## src/rtl/drvctl_pkg.sv

```systemverilog
package drvctl_pkg;

  typedef enum logic {
    LOS_REACT_OFFSET = 1'b0,
    LOS_REACT_MUTE   = 1'b1
  } los_react_e;

  // synchronized pin bundle positions
  localparam int PIN_SIG  = 0;
  localparam int PIN_TERM = 1;
  localparam int PIN_EN   = 2;
  localparam int PIN_RATE = 3;
  localparam int PIN_W    = 4;

  function automatic int qual_cycles(input int clk_hz, input int qual_us);
    longint prod;
    prod = longint'(clk_hz) * longint'(qual_us) / 64'd1000000;
    if (prod < 1) prod = 1;
    return int'(prod);
  endfunction

endpackage

```

## src/rtl/dcf_sync.sv

```systemverilog
module dcf_sync #(
  parameter int           W       = 4,
  parameter int           STAGES  = 2,
  parameter logic [W-1:0] RST_VAL = '0
) (
  input  logic         clk,
  input  logic         rst_n,
  input  logic [W-1:0] d_i,
  output logic [W-1:0] q_o
);
  logic [W-1:0] stg [STAGES];

  for (genvar s = 0; s < STAGES; s++) begin : g_stage
    if (s == 0) begin : g_first
      always_ff @(posedge clk or negedge rst_n) begin
        if (!rst_n) stg[0] <= RST_VAL;
        else        stg[0] <= d_i;
      end
    end else begin : g_next
      always_ff @(posedge clk or negedge rst_n) begin
        if (!rst_n) stg[s] <= RST_VAL;
        else        stg[s] <= stg[s-1];
      end
    end
  end

  assign q_o = stg[STAGES-1];
endmodule

```

## src/rtl/dcf_qual_timer.sv

```systemverilog
module dcf_qual_timer #(
  parameter int QUAL_CYC = 400000
) (
  input  logic clk,
  input  logic rst_n,
  input  logic en_i,
  output logic qual_o
);
  localparam int CW = $clog2(QUAL_CYC + 1);
  localparam logic [CW-1:0] LIMIT = CW'(QUAL_CYC);

  logic [CW-1:0] cnt_q;

  always_ff @(posedge clk or negedge rst_n) begin
    if (!rst_n)              cnt_q <= '0;
    else if (!en_i)          cnt_q <= '0;
    else if (cnt_q != LIMIT) cnt_q <= cnt_q + 1'b1;
  end

  assign qual_o = (cnt_q == LIMIT);

  // a drop of enable restarts the window
  a_r7_restart: assert property (@(posedge clk) disable iff (!rst_n)
    !en_i |=> (cnt_q == '0));
  // qualification cannot appear without enable having been high
  a_r7_needs_en: assert property (@(posedge clk) disable iff (!rst_n)
    $rose(qual_o) |-> $past(en_i));
endmodule

```

## src/rtl/dcf_fault_merge.sv

```systemverilog
module dcf_fault_merge (
  input  logic clk,
  input  logic rst_n,
  input  logic los_act_i,
  input  logic term_act_i,
  input  logic mask_los_i,
  input  logic mask_term_i,
  input  logic clr_los_i,
  input  logic clr_term_i,
  output logic fault_pull_o,
  output logic lat_los_o,
  output logic lat_term_o
);
  logic src_los, src_term;

  assign src_los  = los_act_i  & ~mask_los_i;
  assign src_term = term_act_i & ~mask_term_i;

  always_ff @(posedge clk or negedge rst_n) begin
    if (!rst_n) begin
      fault_pull_o <= 1'b0;
      lat_los_o    <= 1'b0;
      lat_term_o   <= 1'b0;
    end else begin
      fault_pull_o <= src_los | src_term;
      lat_los_o    <= los_act_i  | (lat_los_o  & ~clr_los_i);
      lat_term_o   <= term_act_i | (lat_term_o & ~clr_term_i);
    end
  end

  // a live condition always leaves its sticky bit set
  a_r9_los_sticky: assert property (@(posedge clk) disable iff (!rst_n)
    los_act_i |=> lat_los_o);
  a_r9_term_sticky: assert property (@(posedge clk) disable iff (!rst_n)
    term_act_i |=> lat_term_o);
  // the line is pulled only for an unmasked source
  a_r5_fault_cause: assert property (@(posedge clk) disable iff (!rst_n)
    $rose(fault_pull_o) |-> $past((los_act_i && !mask_los_i) || (term_act_i && !mask_term_i)));
endmodule

```

## src/rtl/drv_ctl_fault.sv

```systemverilog
module drv_ctl_fault
  import drvctl_pkg::*;
#(
  parameter int CLK_HZ      = 100000000,
  parameter int QUAL_US     = 4000,
  parameter int SYNC_STAGES = 2
) (
  input  logic clk,
  input  logic rst_n,
  input  logic sig_det_i,
  input  logic term_flt_i,
  input  logic en_pin_i,
  input  logic rate_pin_i,
  input  logic cfg_los_mute_i,
  input  logic cfg_los_link_i,
  input  logic cfg_rate_slow_i,
  input  logic cfg_mask_los_i,
  input  logic cfg_mask_term_i,
  input  logic clr_los_i,
  input  logic clr_term_i,
  output logic drv_en_o,
  output logic slow_edge_o,
  output logic in_offset_o,
  output logic out_mute_o,
  output logic fault_pull_o,
  output logic st_los_o,
  output logic st_term_o,
  output logic lat_los_o,
  output logic lat_term_o
);
  localparam int QUAL_CYC = qual_cycles(CLK_HZ, QUAL_US);
  localparam logic [PIN_W-1:0] PIN_RST = PIN_W'(1) << PIN_SIG;

  logic [PIN_W-1:0] pin_raw, pin_s;
  logic             los_act, term_live, qual;
  los_react_e       react;

  assign pin_raw[PIN_SIG]  = sig_det_i;
  assign pin_raw[PIN_TERM] = term_flt_i;
  assign pin_raw[PIN_EN]   = en_pin_i;
  assign pin_raw[PIN_RATE] = rate_pin_i;

  dcf_sync #(.W(PIN_W), .STAGES(SYNC_STAGES), .RST_VAL(PIN_RST)) u_sync (
    .clk   (clk),
    .rst_n (rst_n),
    .d_i   (pin_raw),
    .q_o   (pin_s)
  );

  assign los_act = ~pin_s[PIN_SIG];
  assign react   = los_react_e'(cfg_los_mute_i);

  always_comb begin
    drv_en_o    = pin_s[PIN_EN] & ~(cfg_los_link_i & los_act);
    slow_edge_o = pin_s[PIN_RATE] ? 1'b1 : cfg_rate_slow_i;
    in_offset_o = 1'b0;
    out_mute_o  = 1'b0;
    if (los_act) begin
      case (react)
        LOS_REACT_MUTE: out_mute_o  = 1'b1;
        default:        in_offset_o = 1'b1;
      endcase
    end
  end

  dcf_qual_timer #(.QUAL_CYC(QUAL_CYC)) u_qual (
    .clk    (clk),
    .rst_n  (rst_n),
    .en_i   (drv_en_o),
    .qual_o (qual)
  );

  assign term_live = pin_s[PIN_TERM] & drv_en_o & qual;
  assign st_los_o  = los_act;
  assign st_term_o = term_live;

  dcf_fault_merge u_merge (
    .clk          (clk),
    .rst_n        (rst_n),
    .los_act_i    (los_act),
    .term_act_i   (term_live),
    .mask_los_i   (cfg_mask_los_i),
    .mask_term_i  (cfg_mask_term_i),
    .clr_los_i    (clr_los_i),
    .clr_term_i   (clr_term_i),
    .fault_pull_o (fault_pull_o),
    .lat_los_o    (lat_los_o),
    .lat_term_o   (lat_term_o)
  );

  // loss coupled to enable keeps the driver off
  a_r2_link_off: assert property (@(posedge clk) disable iff (!rst_n)
    (cfg_los_link_i && !pin_s[PIN_SIG]) |-> !drv_en_o);
  // pin high always selects slow edges
  a_r3_pin_slow: assert property (@(posedge clk) disable iff (!rst_n)
    pin_s[PIN_RATE] |-> slow_edge_o);
  // offset and mute never together
  a_r4_excl: assert property (@(posedge clk) disable iff (!rst_n)
    !(in_offset_o && out_mute_o));
  // termination status only while driving
  a_r7_term_gate: assert property (@(posedge clk) disable iff (!rst_n)
    st_term_o |-> drv_en_o);
endmodule

```

## config.mk

```make
export PLATFORM = sky130hd
export DESIGN_NAME = drv_ctl_fault
export DESIGN_NICKNAME = d
export VERILOG_FILES = /design/src/rtl/drvctl_pkg.sv /design/src/rtl/dcf_sync.sv /design/src/rtl/dcf_qual_timer.sv /design/src/rtl/dcf_fault_merge.sv /design/src/rtl/drv_ctl_fault.sv
export SDC_FILE = /design/constraint.sdc
export NUM_CORES = 1
export LEC_CHECK = 0
export ABC_AREA = 1
export BUFFER_PORTS_ARGS = -buffer_cell sky130_fd_sc_hd__buf_2
export CORE_MARGIN = 2
export CORE_UTILIZATION = 35
export CTS_CLUSTER_SIZE = 16
export DETAILED_ROUTE_END_ITERATION = 10
export GPL_TIMING_DRIVEN = 0
export PLACE_DENSITY = 0.53
export SYNTH_ARGS = -nofsm -noshare
export SYNTH_HDL_FRONTEND = slang
export SYNTH_SLANG_ARGS = --single-unit
```

## constraint.sdc

```tcl
create_clock -name clk -period 1.5 [get_ports clk]
set_input_delay 0.225 -clock clk [delete_from_list [all_inputs] [get_ports clk]]
set_output_delay 0.225 -clock clk [all_outputs]
set_load 0.005 [all_outputs]
```

==> results.txt, run 1 <==
----------------------------------------------------
[STA]
  Total count of max-transition violations in the final report ... 0
  Number of hold-slack violations in the final timing report ... 0
  Max frequency ... 584 MHz
  Period Utilization, post-route ... 1.14
  Summed negative setup slack over all endpoints ... -0.212 ns
  Crit path setup slack, layout ... -0.212 ns
  Tightest Pin Transition ... 0.675 ns
  Unrepaired setup endpoints after global routing ... true
  Final setup violation count ... 1
  Worst slew margin relative to its limit ... 0.550
  Setup clock skew after layout ... 0.00504 ns
  Tmin final ... 1.71 ns

[Setup path]
  Worst endpoint required time ... 1.27 ns
  Worst Setup Start Kind ... flop
  Reg2reg start ... u_qual.cnt_q[0]
  Critical path launch point ... u_qual.cnt_q[0]
  Critical path class ... flop to primary output
  Nature of the critical path endpoint ... primary output
  Crit-path slowest cell ... dfrtp_2
  Slowest stage delay, CP ... 0.42 ns
  Top cell by count, worst path ... nor2_1
  Combined buffer and inverter count along the critical path ... 2
  List of cells traversed by the critical path ... inv_4 > ha_4 > nand4_1 > nor2_1 > nand3_1 > nor2_1 > buf_2
  Maximum fanout encountered on the critical timing path ... 2
  WP data arrival ... 1.49 ns
  Cell class contributing the biggest share of worst-path delay ... simple AND/OR/NAND/NOR gates

[Detailed routing]
  Pre-Repair DR Iteration Count ... 4
  Post-DR vias/cell ... 4.54
  DRC marker count from the first detailed-route iteration ... 83
  Detailed-route DRC error count ... 0
  Via count of the routed design ... 1368
  DRT antenna net count ... 0
  Post-detailed-routing wire length ... 3640 microns
  Average wire per cell in the routed design ... 12.1 microns

[Global route]
  Combined global-route utilization of all metal layers ... 0.168
  Initial antenna violation count ... 0
  Pin count of the biggest net entering global routing ... 31
  Number of global-route vias before repair ... 1416
  Global-route wire length before repair ... 6580 microns
  Global route overflow ... 0

[Placed design]
  Global placer's final weighted congestion ... 0.886
  Number of buffer cells added on primary ports ... 21
  Detailed placement HPWL ... 2510 microns

[Synthesis]
  Share of synthesized area spent on multiplexers ... 0
  Synthesized cell area ... 1570 sq um
  Fraction of the mapped netlist area in simple logic gates ... 0.337
  Largest cells by area after synthesis ... dfrtp_1 (45%), nand2_1 (11%), nor2_1 (9.5%)
  Synthesized-area fraction occupied by adder cells ... 0.0159
  Biggest area consumer among synthesized cells ... dfrtp_1
  Number of synthesis warnings ... 0
  Cells after synthesis ... 208
  Number of distinct library cells after synthesis ... 21
  Most used flip-flop cell after synthesis ... dfrtp_1
  Leading cell type by number of instances after synthesis ... nand2_1
  Post-Synth XOR/XNOR Area ... 0.0334
  Cell types with the highest counts after synthesis ... nand2_1 (45), nor2_1 (40), inv_1 (33), dfrtp_1 (28), nand3_1 (10)
  Syn nets ... 223
  Part of the Yosys area used for sequential elements ... 0.479
  Proportion of synthesized flip-flops having asynchronous set or reset ... 1.00
  Post-synthesis compound-gate area fraction ... 0.0493
  Avg Inst Size Synth ... 7.56 sq um
  Flip-flop and latch count after synthesis ... 30
  EDFF count, synth ... 0
  Share of the synthesized area in the top cell type ... 0.446
  Combinational family with the most area after synthesis ... simple AND/OR/NAND/NOR gates

[Layout]
  Final core utilization ... 0.462
  Fill cell count ... 439
  Net count, final ... 263
  Fraction of layout cells with a size suffix above 1 ... 0.301
  Number of inserted diodes ... 0
  Area growth, synth to finish ... 27.9%

[Floorplanning]
  Width of the die ... 71.0 microns
  Number of cell rows ... 24
  Die Footprint ... 5050 sq um
  Chip height ... 71.0 microns
  I/O pin count ... 22
  Initial Util ... 0.361
  Total core area ... 4350 sq um

[CTS]
  Clock Tree Root ... clkbuf_8
  Clock sink count ... 30
  Clock-pin slew of the registers on the worst-case setup and hold paths ... 0.06 ns
  Clock latency reported for the late side of the worst-skew pair ... 0.28 ns
  Number of buffers on the longest clock path ... 2
  Number of buffers inserted during clock tree synthesis ... 5
  Clock tree from TritonCTS ... yes
  CTS HTree Levels ... 2

[Hold path]
  Class of the worst hold path ... input pin to flop
  Source of the worst hold timing path ... sig_det_i

[Pwr]
  Leakage Power ... 0.000908 uW
  Max rail drop VDD ... 0.483 mV
  Power per standard cell area ... 817 nW/um^2

[Run]
  Max-cap check violation count ... 0

[Outcome]
  Run status ... finished, violations left
  Failing checks ... setup timing

----------------------------------------------------
## path summary, 6_finish.rpt
check / endpoint / slack, ns / cells past startpoint
worst max-delay path: st_term_o / -0.21 / 7
worst min-delay path: u_sync.stg[4] / 0.05 / 1
worst max register to register: u_qual.cnt_q[16] / 0.10 / 10
worst min register to register: u_sync.q_o[3] / 0.35 / 0
max in group asynchronous: u_qual.cnt_q[3] / 0.50 / 2
min in group asynchronous: u_qual.cnt_q[14] / 0.53 / 2
## final cells by class
class	count	area (sq um)	area share
Buffer	1	3.75	0.00187
Clock buffer	7	86.3	0.0429
Clock inverter	1	5.00	0.00249
Inverter	33	129	0.0641
Multi-Input combinational cell	143	749	0.373
Sequential cell	30	758	0.377
Tap cell	52	65.1	0.0323
Timing Repair Buffer	34	215	0.107
## sequential cells by signal, indices dropped and copies added (netlist names)
name	cells
u_qual.cnt_q	19
u_sync.stg	4
u_merge.fault_pull_o	1
u_merge.lat_term_o	1
u_merge.lat_los_o	1
u_sync.q_o	4
## cells in the final DEF, fill, tap and decap left out, drive strengths merged, types with 7 or more instances in the layout
cell and instances:
a21oi 7, buf 33, clkbuf 8, dfrtp 28, inv 33, nand2 51
nand3 11, nor2 45, o21ai 7
## power breakdown
part           internal, uW  leakage, uW  switching [uW]
combinational          62.2     0.000474            73.9
sequential              831     0.000386            9.00
clock                   370    0.0000482             298
total                  1260     0.000908             381
## logic make-up after synthesis
group	count (synthesis)
AOI/OAI and AO/OA	15
xor gates and xnor gates	6
adders and majority gates	2
buffers and inverters	35
DFF	30
and+or+nand+nor	120
## metal layers
metal | vias to the layer above | track usage | routed length [microns]
met5 | - | 0 | 0
met4 | 0 | 0.0713 | 63
met3 | 7 | 0.0370 | 71
met2 | 16 | 0.264 | 1790
met1 | 624 | 0.225 | 1720
li1 | 721 | - | -
## metrics by stage
stage          hold WS [ns]  worst slack, ns  cells  total power, uW  cell area (sq um)
2_1_floorplan       -0.0706            0.165    208              893               1570
3_5_place_dp          0.300           -0.168    281              949               1740
6_report             0.0482           -0.212    301             1640               2010
5_1_grt              0.0420           -0.324    301             1720               2010
3_3_place_gp          0.297           -0.185    281              948               1740
4_1_cts              0.0411           -0.222    305             1670               2020
## what timing repair did
action,4_1_cts,5_1_grt
hold endpoints to repair,12,0
setup endpoints to repair,3,10
hold buffers,1,0
setup buffers,15,1
resized for setup,22,9
pin swaps,6,5
(Power assumes the default switching activity.)
==> run 2, diff against run 1 <==
- CORE_MARGIN: 2 -> 5
- CTS_CLUSTER_DIAMETER: default -> 30
==> run 2 against run 1 <==
The flow finishes with violations (hold timing, setup timing). Final cell count fell by 0.33%. Flip-flop and latch count is the same. Die area grew 18%. Via count is 0.66% higher. Count of clock-buffer cells in the layout decreased by 1. Utilization down 0.89 points.
==> results.txt, run 2 (same netlist as run 1, synthesis figures left out) <==
----------------------------------------------------
[Floorplanning]
  Initial Util ... 0.361 (unchanged)
  I/O pin count ... 22 (unchanged)
  Width of the die ... 77.0 microns (+8.4%)
  Number of cell rows ... 24 (unchanged)
  Chip height ... 77.0 microns (+8.4%)
  Die Footprint ... 5930 sq um (+18%)
  Total core area ... 4350 sq um (unchanged)

[Detailed routing]
  DRC marker count from the first detailed-route iteration ... 81 (-2.4%)
  Pre-Repair DR Iteration Count ... 4 (unchanged)
  Post-detailed-routing wire length ... 3620 microns (-0.49%)
  Via count of the routed design ... 1377 (+0.66%)
  Detailed-route DRC error count ... 0 (unchanged)
  Post-DR vias/cell ... 4.59 (+0.99%)
  DRT antenna net count ... 0 (unchanged)
  Average wire per cell in the routed design ... 12.1 microns (-0.16%)

[Setup path]
  Maximum fanout encountered on the critical timing path ... 5 (+3)
  Critical path class ... flop to primary output
  Nature of the critical path endpoint ... primary output
  Worst endpoint required time ... 1.27 ns (about the same)
  WP data arrival ... 1.55 ns (+0.06 ns)
  Minimum setup slack among reg-to-reg paths ... -0.02 ns (-0.12 ns)
  Worst Setup Start Kind ... flop

[Layout]
  Flip-flop count of the largest register after layout ... 19 (unchanged)
  Area growth, synth to finish ... 25.5%
  Most frequent standard cell in the layout excluding fill and tap cells ... nand2_1
  Number of inserted diodes ... 0 (unchanged)
  Register with the most flip-flops ... u_qual.cnt_q
  Commonest cells after routing, fill and taps aside ... nand2_1 (41), nor2_1 (38), inv_1 (28), dfrtp_1 (24), buf_2 (20)
  Final core utilization ... 0.453 (-0.00891)
  Non-filler cells in the finished layout ... 300 (-0.33%)
  Net count, final ... 262 (-0.38%)
  Fill cell count ... 449 (+2.3%)
  Fraction of layout cells with a size suffix above 1 ... 0.298 (-0.00282)

[CTS]
  Clock-pin slew of the registers on the worst-case setup and hold paths ... 0.07 ns (about the same)
  Number of buffers inserted during clock tree synthesis ... 5 (unchanged)
  Clock Tree Root ... clkbuf_8
  CTS HTree Levels ... 2 (unchanged)
  Clock latency reported for the late side of the worst-skew pair ... 0.28 ns (about the same)
  Clock sink count ... 30 (unchanged)
  Clock tree from TritonCTS ... yes
  Number of buffers on the longest clock path ... 2 (unchanged)

[Global route]
  Combined global-route utilization of all metal layers ... 0.136 (-0.0322)
  Initial antenna violation count ... 0 (unchanged)
  Pin count of the biggest net entering global routing ... 31 (unchanged)
  Global-route wire length before repair ... 6430 microns (-2.2%)
  Number of global-route vias before repair ... 1399 (-1.2%)
  Global route overflow ... 0 (unchanged)

[STA]
  Number of hold-slack violations in the final timing report ... 28 (+28)
  Unrepaired setup endpoints after global routing ... true
  Max frequency ... 563 MHz (-3.6%)
  Setup clock skew after layout ... 0.00892 ns (+0.00388 ns)
  Final setup violation count ... 3 (+2)
  Worst slew margin relative to its limit ... 0.551 (+0.000930)
  Total count of max-transition violations in the final report ... 0 (unchanged)
  Smallest hold slack ... -0.0233 ns (-0.0715 ns)
  Crit path setup slack, layout ... -0.277 ns (-0.0647 ns)
  Period Utilization, post-route ... 1.18 (+0.0432)
  Tmin final ... 1.78 ns (+0.0647 ns)
  Tightest Pin Transition ... 0.673 ns (-0.00139 ns)

[Hold path]
  Class of the worst hold path ... input pin to asynchronous set/reset pin

[Pwr]
  Flop pwr share ... 0.525 (+0.014)
  Clock share of power ... 0.391 (-0.015)
  Switching power ... 387 uW (+1.5%)
  PnR Total Power ... 1600 uW (-2.6%)
  Internal portion of total power ... 1210 uW (-3.8%)
  Logic gate share of total power ... 0.084 (about the same)
  Leakage Power ... 0.000895 uW (-1.4%)
  Switching Fraction ... 0.241 (+0.00970)
  Max rail drop VDD ... 0.580 mV (+20%)
  Power per standard cell area ... 811 nW/um^2 (-0.65%)

[Placed design]
  Global placer's final weighted congestion ... 0.820 (-7.4%)
  Number of buffer cells added on primary ports ... 21 (unchanged)
  Cell count after placement ... 281 (unchanged)
  Detailed placement HPWL ... 2570 microns (+2.4%)

[Outcome]
  Failing checks ... hold timing, setup timing
  Run status ... finished, violations left

[Run]
  Max-cap check violation count ... 0 (unchanged)

----------------------------------------------------
run 2: repair_timing:
item	CTS	global route
hold buffers	0	0
gates cloned	0	0
endpoints found under the hold margin	0	0
gates resized for setup	20	8
pin swaps	5	4
setup endpoints to repair	3	10
setup buffers	14	1
run 2: through the flow:
| stage | worst slack [ns] | cell area (sq um) | TNS (ns) |
|---|---|---|---|
| 2_1_floorplan | 0.165 | 1570 | 0 |
| 3_3_place_gp | -0.185 | 1740 | -0.185 |
| 3_5_place_dp | -0.151 | 1740 | -0.151 |
| 4_1_cts | -0.238 | 1990 | -0.660 |
| 5_1_grt | -0.344 | 1970 | -0.793 |
| 6_report | -0.277 | 1970 | -0.297 |
run 2: final cells by class:
class,count,area [sq um],area share
Inverter,33,129,0.0653
Clock inverter,2,10.0,0.00507
Timing Repair Buffer,33,205,0.104
Multi-Input combinational cell,143,729,0.370
Tap cell,52,65.1,0.0330
Clock buffer,6,72.6,0.0368
Sequential cell,30,758,0.384
Buffer,1,3.75,0.00190
run 2: power by group through the flow:
stage / logic [uW] / registers [uW] / clock network, uW
final: 134 / 841 / 626
after global routing: 152 / 842 / 694
after CTS: 133 / 840 / 653
after detailed placement: 92.2 / 858 / 0
after global placement: 90.9 / 857 / 0
after floorplan: 38.5 / 855 / 0
run 2: metal layers:
metal	track usage	vias up	routed length, microns
li1	-	713	-
met1	0.168	629	1650
met2	0.219	26	1740
met3	0.0340	9	131
met4	0.0670	0	99
met5	0	-	0
run 2: path summary, 6_finish.rpt:
kind,start,cells past startpoint,endpoint
setup / recovery,u_qual.cnt_q[2],8,st_term_o
hold / removal,rst_n,1,u_qual.cnt_q[9]
setup reg to reg,u_qual.cnt_q[0],7,u_qual.cnt_q[18]
hold reg to reg,u_sync.stg[7],0,u_sync.q_o[3]
max in group asynchronous,rst_n,1,u_qual.cnt_q[0]
min in group clk,sig_det_i,1,u_sync.stg[4]
run 2: worst max-delay path, cell delays in order (launching register included):
cell and delay, ns:
dfrtp_2 0.46, inv_1 0.07, nand2_1 0.06, nor2_1 0.16
nand2_1 0.07, nor2_1 0.15, nand3_1 0.11, nor2_1 0.09
buf_2 0.11
==> run 3, diff against run 2 <==
==> constraint.sdc (replaced) <==
create_clock -name clk -period 1.5 [get_ports clk]
set_input_delay 0.225 -clock clk [delete_from_list [all_inputs] [get_ports clk]]
set_output_delay 0.225 -clock clk [all_outputs]
set_load 0.02 [all_outputs]
==> run 3 against run 2 <==
The flow still finishes with violations (hold timing, setup timing). Power up 9.9%. Hold slack improved by 0.0053 ns. Sequential power about the same. Final cell count grew 0.67%. Die area unchanged. Critical endpoint unchanged. Clock power grew 23%.
==> results.txt, run 3 (same netlist as run 1, synthesis figures left out) <==
----------------------------------------------------
[Global route]
  Global route overflow ... 0 (unchanged)
  Number of global-route vias before repair ... 1394 (-0.36%)
  Combined global-route utilization of all metal layers ... 0.139 (+0.00336)
  Initial antenna violation count ... 0 (unchanged)
  Global-route wire length before repair ... 6580 microns (+2.3%)
  Pin count of the biggest net entering global routing ... 31 (unchanged)

[Detailed routing]
  DRC marker count from the first detailed-route iteration ... 109 (+35%)
  Pre-Repair DR Iteration Count ... 4 (unchanged)
  Detailed-route DRC error count ... 0 (unchanged)
  Average wire per cell in the routed design ... 12.6 microns (+4.7%)
  DRT antenna net count ... 0 (unchanged)
  Post-DR vias/cell ... 4.58 (-0.16%)
  Via count of the routed design ... 1384 (+0.51%)
  Post-detailed-routing wire length ... 3820 microns (+5.4%)

[CTS]
  Clock-pin slew of the registers on the worst-case setup and hold paths ... 0.06 ns (about the same)
  Clock Tree Root ... clkbuf_8
  Clock tree from TritonCTS ... yes
  Number of buffers inserted during clock tree synthesis ... 5 (unchanged)
  Number of buffers on the longest clock path ... 2 (unchanged)
  Clock sink count ... 30 (unchanged)
  Clock latency reported for the late side of the worst-skew pair ... 0.28 ns (about the same)
  CTS HTree Levels ... 2 (unchanged)

[Run]
  Max-cap check violation count ... 0 (unchanged)

[STA]
  Tightest Pin Transition ... 0.688 ns (+0.0144 ns)
  Worst slew margin relative to its limit ... 0.542 (-0.00957)
  Unrepaired setup endpoints after global routing ... true
  Max frequency ... 569 MHz (+1.1%)
  Crit path setup slack, layout ... -0.257 ns (+0.0196 ns)
  Total count of max-transition violations in the final report ... 0 (unchanged)
  Final setup violation count ... 2 (-1)
  Number of hold-slack violations in the final timing report ... 28 (unchanged)
  Smallest hold slack ... -0.0180 ns (+0.00530 ns)
  Tmin final ... 1.76 ns (-0.0196 ns)
  Setup clock skew after layout ... 0.00398 ns (-0.00494 ns)
  Period Utilization, post-route ... 1.17 (-0.0131)

[Layout]
  Number of inserted diodes ... 0 (unchanged)
  Flip-flop and latch area ... 757 sq um (-0.16%)
  Net count, final ... 264 (+0.76%)
  Most frequent standard cell in the layout excluding fill and tap cells ... nand2_1
  Commonest cells after routing, fill and taps aside ... nand2_1 (42), nor2_1 (36), inv_1 (28), dfrtp_1 (25), buf_2 (19)
  Fill cell count ... 412 (-8.2%)
  Non-filler cells in the finished layout ... 302 (+0.67%)
  Fraction of layout cells with a size suffix above 1 ... 0.316 (+0.0176)
  Area growth, synth to finish ... 30.6%
  Flip-flop count of the largest register after layout ... 19 (unchanged)
  Register with the most flip-flops ... u_qual.cnt_q
  Final core utilization ... 0.472 (+0.0187)
  Multi-input combinational cell area ... 759 sq um (+4.1%)

[Outcome]
  Failing checks ... hold timing, setup timing
  Run status ... finished, violations left

[Hold path]
  Class of the worst hold path ... input pin to asynchronous set/reset pin

[Pwr]
  Power per standard cell area ... 856 nW/um^2 (+5.5%)
  Max rail drop VDD ... 0.593 mV (+2.2%)
  Leakage Power ... 0.000928 uW (+3.6%)

[Setup path]
  Combined buffer and inverter count along the critical path ... 2 (unchanged)
  Slowest stage delay, CP ... 0.38 ns (-0.08 ns)
  Worst endpoint required time ... 1.27 ns (about the same)
  Minimum setup slack among reg-to-reg paths ... 0.11 ns (+0.13 ns)
  Reg2reg start ... u_qual.cnt_q[0]
  Crit-path slowest cell ... dfrtp_1
  Maximum fanout encountered on the critical timing path ... 3 (-2)
  WP data arrival ... 1.53 ns (-0.02 ns)
  List of cells traversed by the critical path ... inv_1 > nand2_1 > nor2_1 > nand2_1 > nor2_2 > nand3_2 > nor2_4 > buf_6
  Critical path class ... flop to primary output
  Worst Setup Start Kind ... flop
  End of the worst register-to-register path ... u_qual.cnt_q[18]
  Worst Reg2Reg Path Length in Cells ... 7 (unchanged)
  Top cell by count, worst path ... nand2_1
  Cell class contributing the biggest share of worst-path delay ... simple AND/OR/NAND/NOR gates
  Nature of the critical path endpoint ... primary output

[Floorplanning]
  Total core area ... 4350 sq um (unchanged)
  Number of cell rows ... 24 (unchanged)
  Width of the die ... 77.0 microns (unchanged)
  Die Footprint ... 5930 sq um (unchanged)
  Chip height ... 77.0 microns (unchanged)
  Initial Util ... 0.361 (unchanged)
  I/O pin count ... 22 (unchanged)

[Placed design]
  Global placer's final weighted congestion ... 0.775 (-5.5%)
  Number of buffer cells added on primary ports ... 21 (unchanged)
  Cell count after placement ... 281 (unchanged)
  Detailed placement HPWL ... 2620 microns (+1.8%)

----------------------------------------------------
[run 3: final cells by class]
class / instances / share of cell area
inverter: 33 / 0.0627
timing repair buffer: 36 / 0.114
multi-input combinational: 143 / 0.370
sequential: 30 / 0.368
clock buffer: 8 / 0.0536
tap: 52 / 0.0317
[run 3: how the worst max path moves through the flow]
stage,to,from,slack (ns),cells past startpoint
floorplan,st_term_o,u_sync.q_o[0],0.006,7
global placement,st_term_o,u_qual.cnt_q[0],-0.25,7
detailed placement,st_term_o,u_qual.cnt_q[0],-0.24,7
CTS,st_term_o,u_qual.cnt_q[0],-0.23,7
global route,st_term_o,u_qual.cnt_q[2],-0.34,8
finish,st_term_o,u_qual.cnt_q[4],-0.26,8
[run 3: worst reg2reg max path: cells and delay by family, from the launching register on]
family / cells / cell delay [ns]
flops: 1 / 0.37
compound gates: 2 / 0.23
buf+inv: 1 / 0.15
fa+ha+maj: 1 / 0.16
simple gates: 3 / 0.37
[run 3: repair_timing]
item                       in CTS  in global routing
resized for setup              19                 10
setup buffers                  13                  2
cloned                          0                  0
hold buffers                    0                  0
setup endpoints to repair       3                 14
pin swaps                       7                  3
[run 3: through the flow]
step                instance area, sq um  total power, uW  hold slack (ns)  setup TNS (ns)  setup WS [ns]
detailed placement                  1750              965            0.311          -0.240         -0.240
finish                              2050             1760          -0.0180          -0.268         -0.257
CTS                                 2020             1780          0.00347          -0.350         -0.228
global route                        2050             1840           0.0257          -0.435         -0.342
global placement                    1750              964            0.309          -0.247         -0.247
floorplan                           1580              908          -0.0706               0        0.00556
[run 3: layer usage]
layer  GRT usage  share of wire  vias to the layer above
met5           0              0                        -
met4      0.0515          0.015                        0
met3      0.0293          0.032                        5
met2       0.214           0.48                       20
met1       0.192           0.48                      635
li1            -              -                      724
[run 3: report_power, final]
part	total (uW)	switching, uW	leakage [uW]	internal (uW)
Combinational	152	88.9	0.000483	62.7
Clock	767	304	0.0000575	463
Sequential	840	9.55	0.000388	831
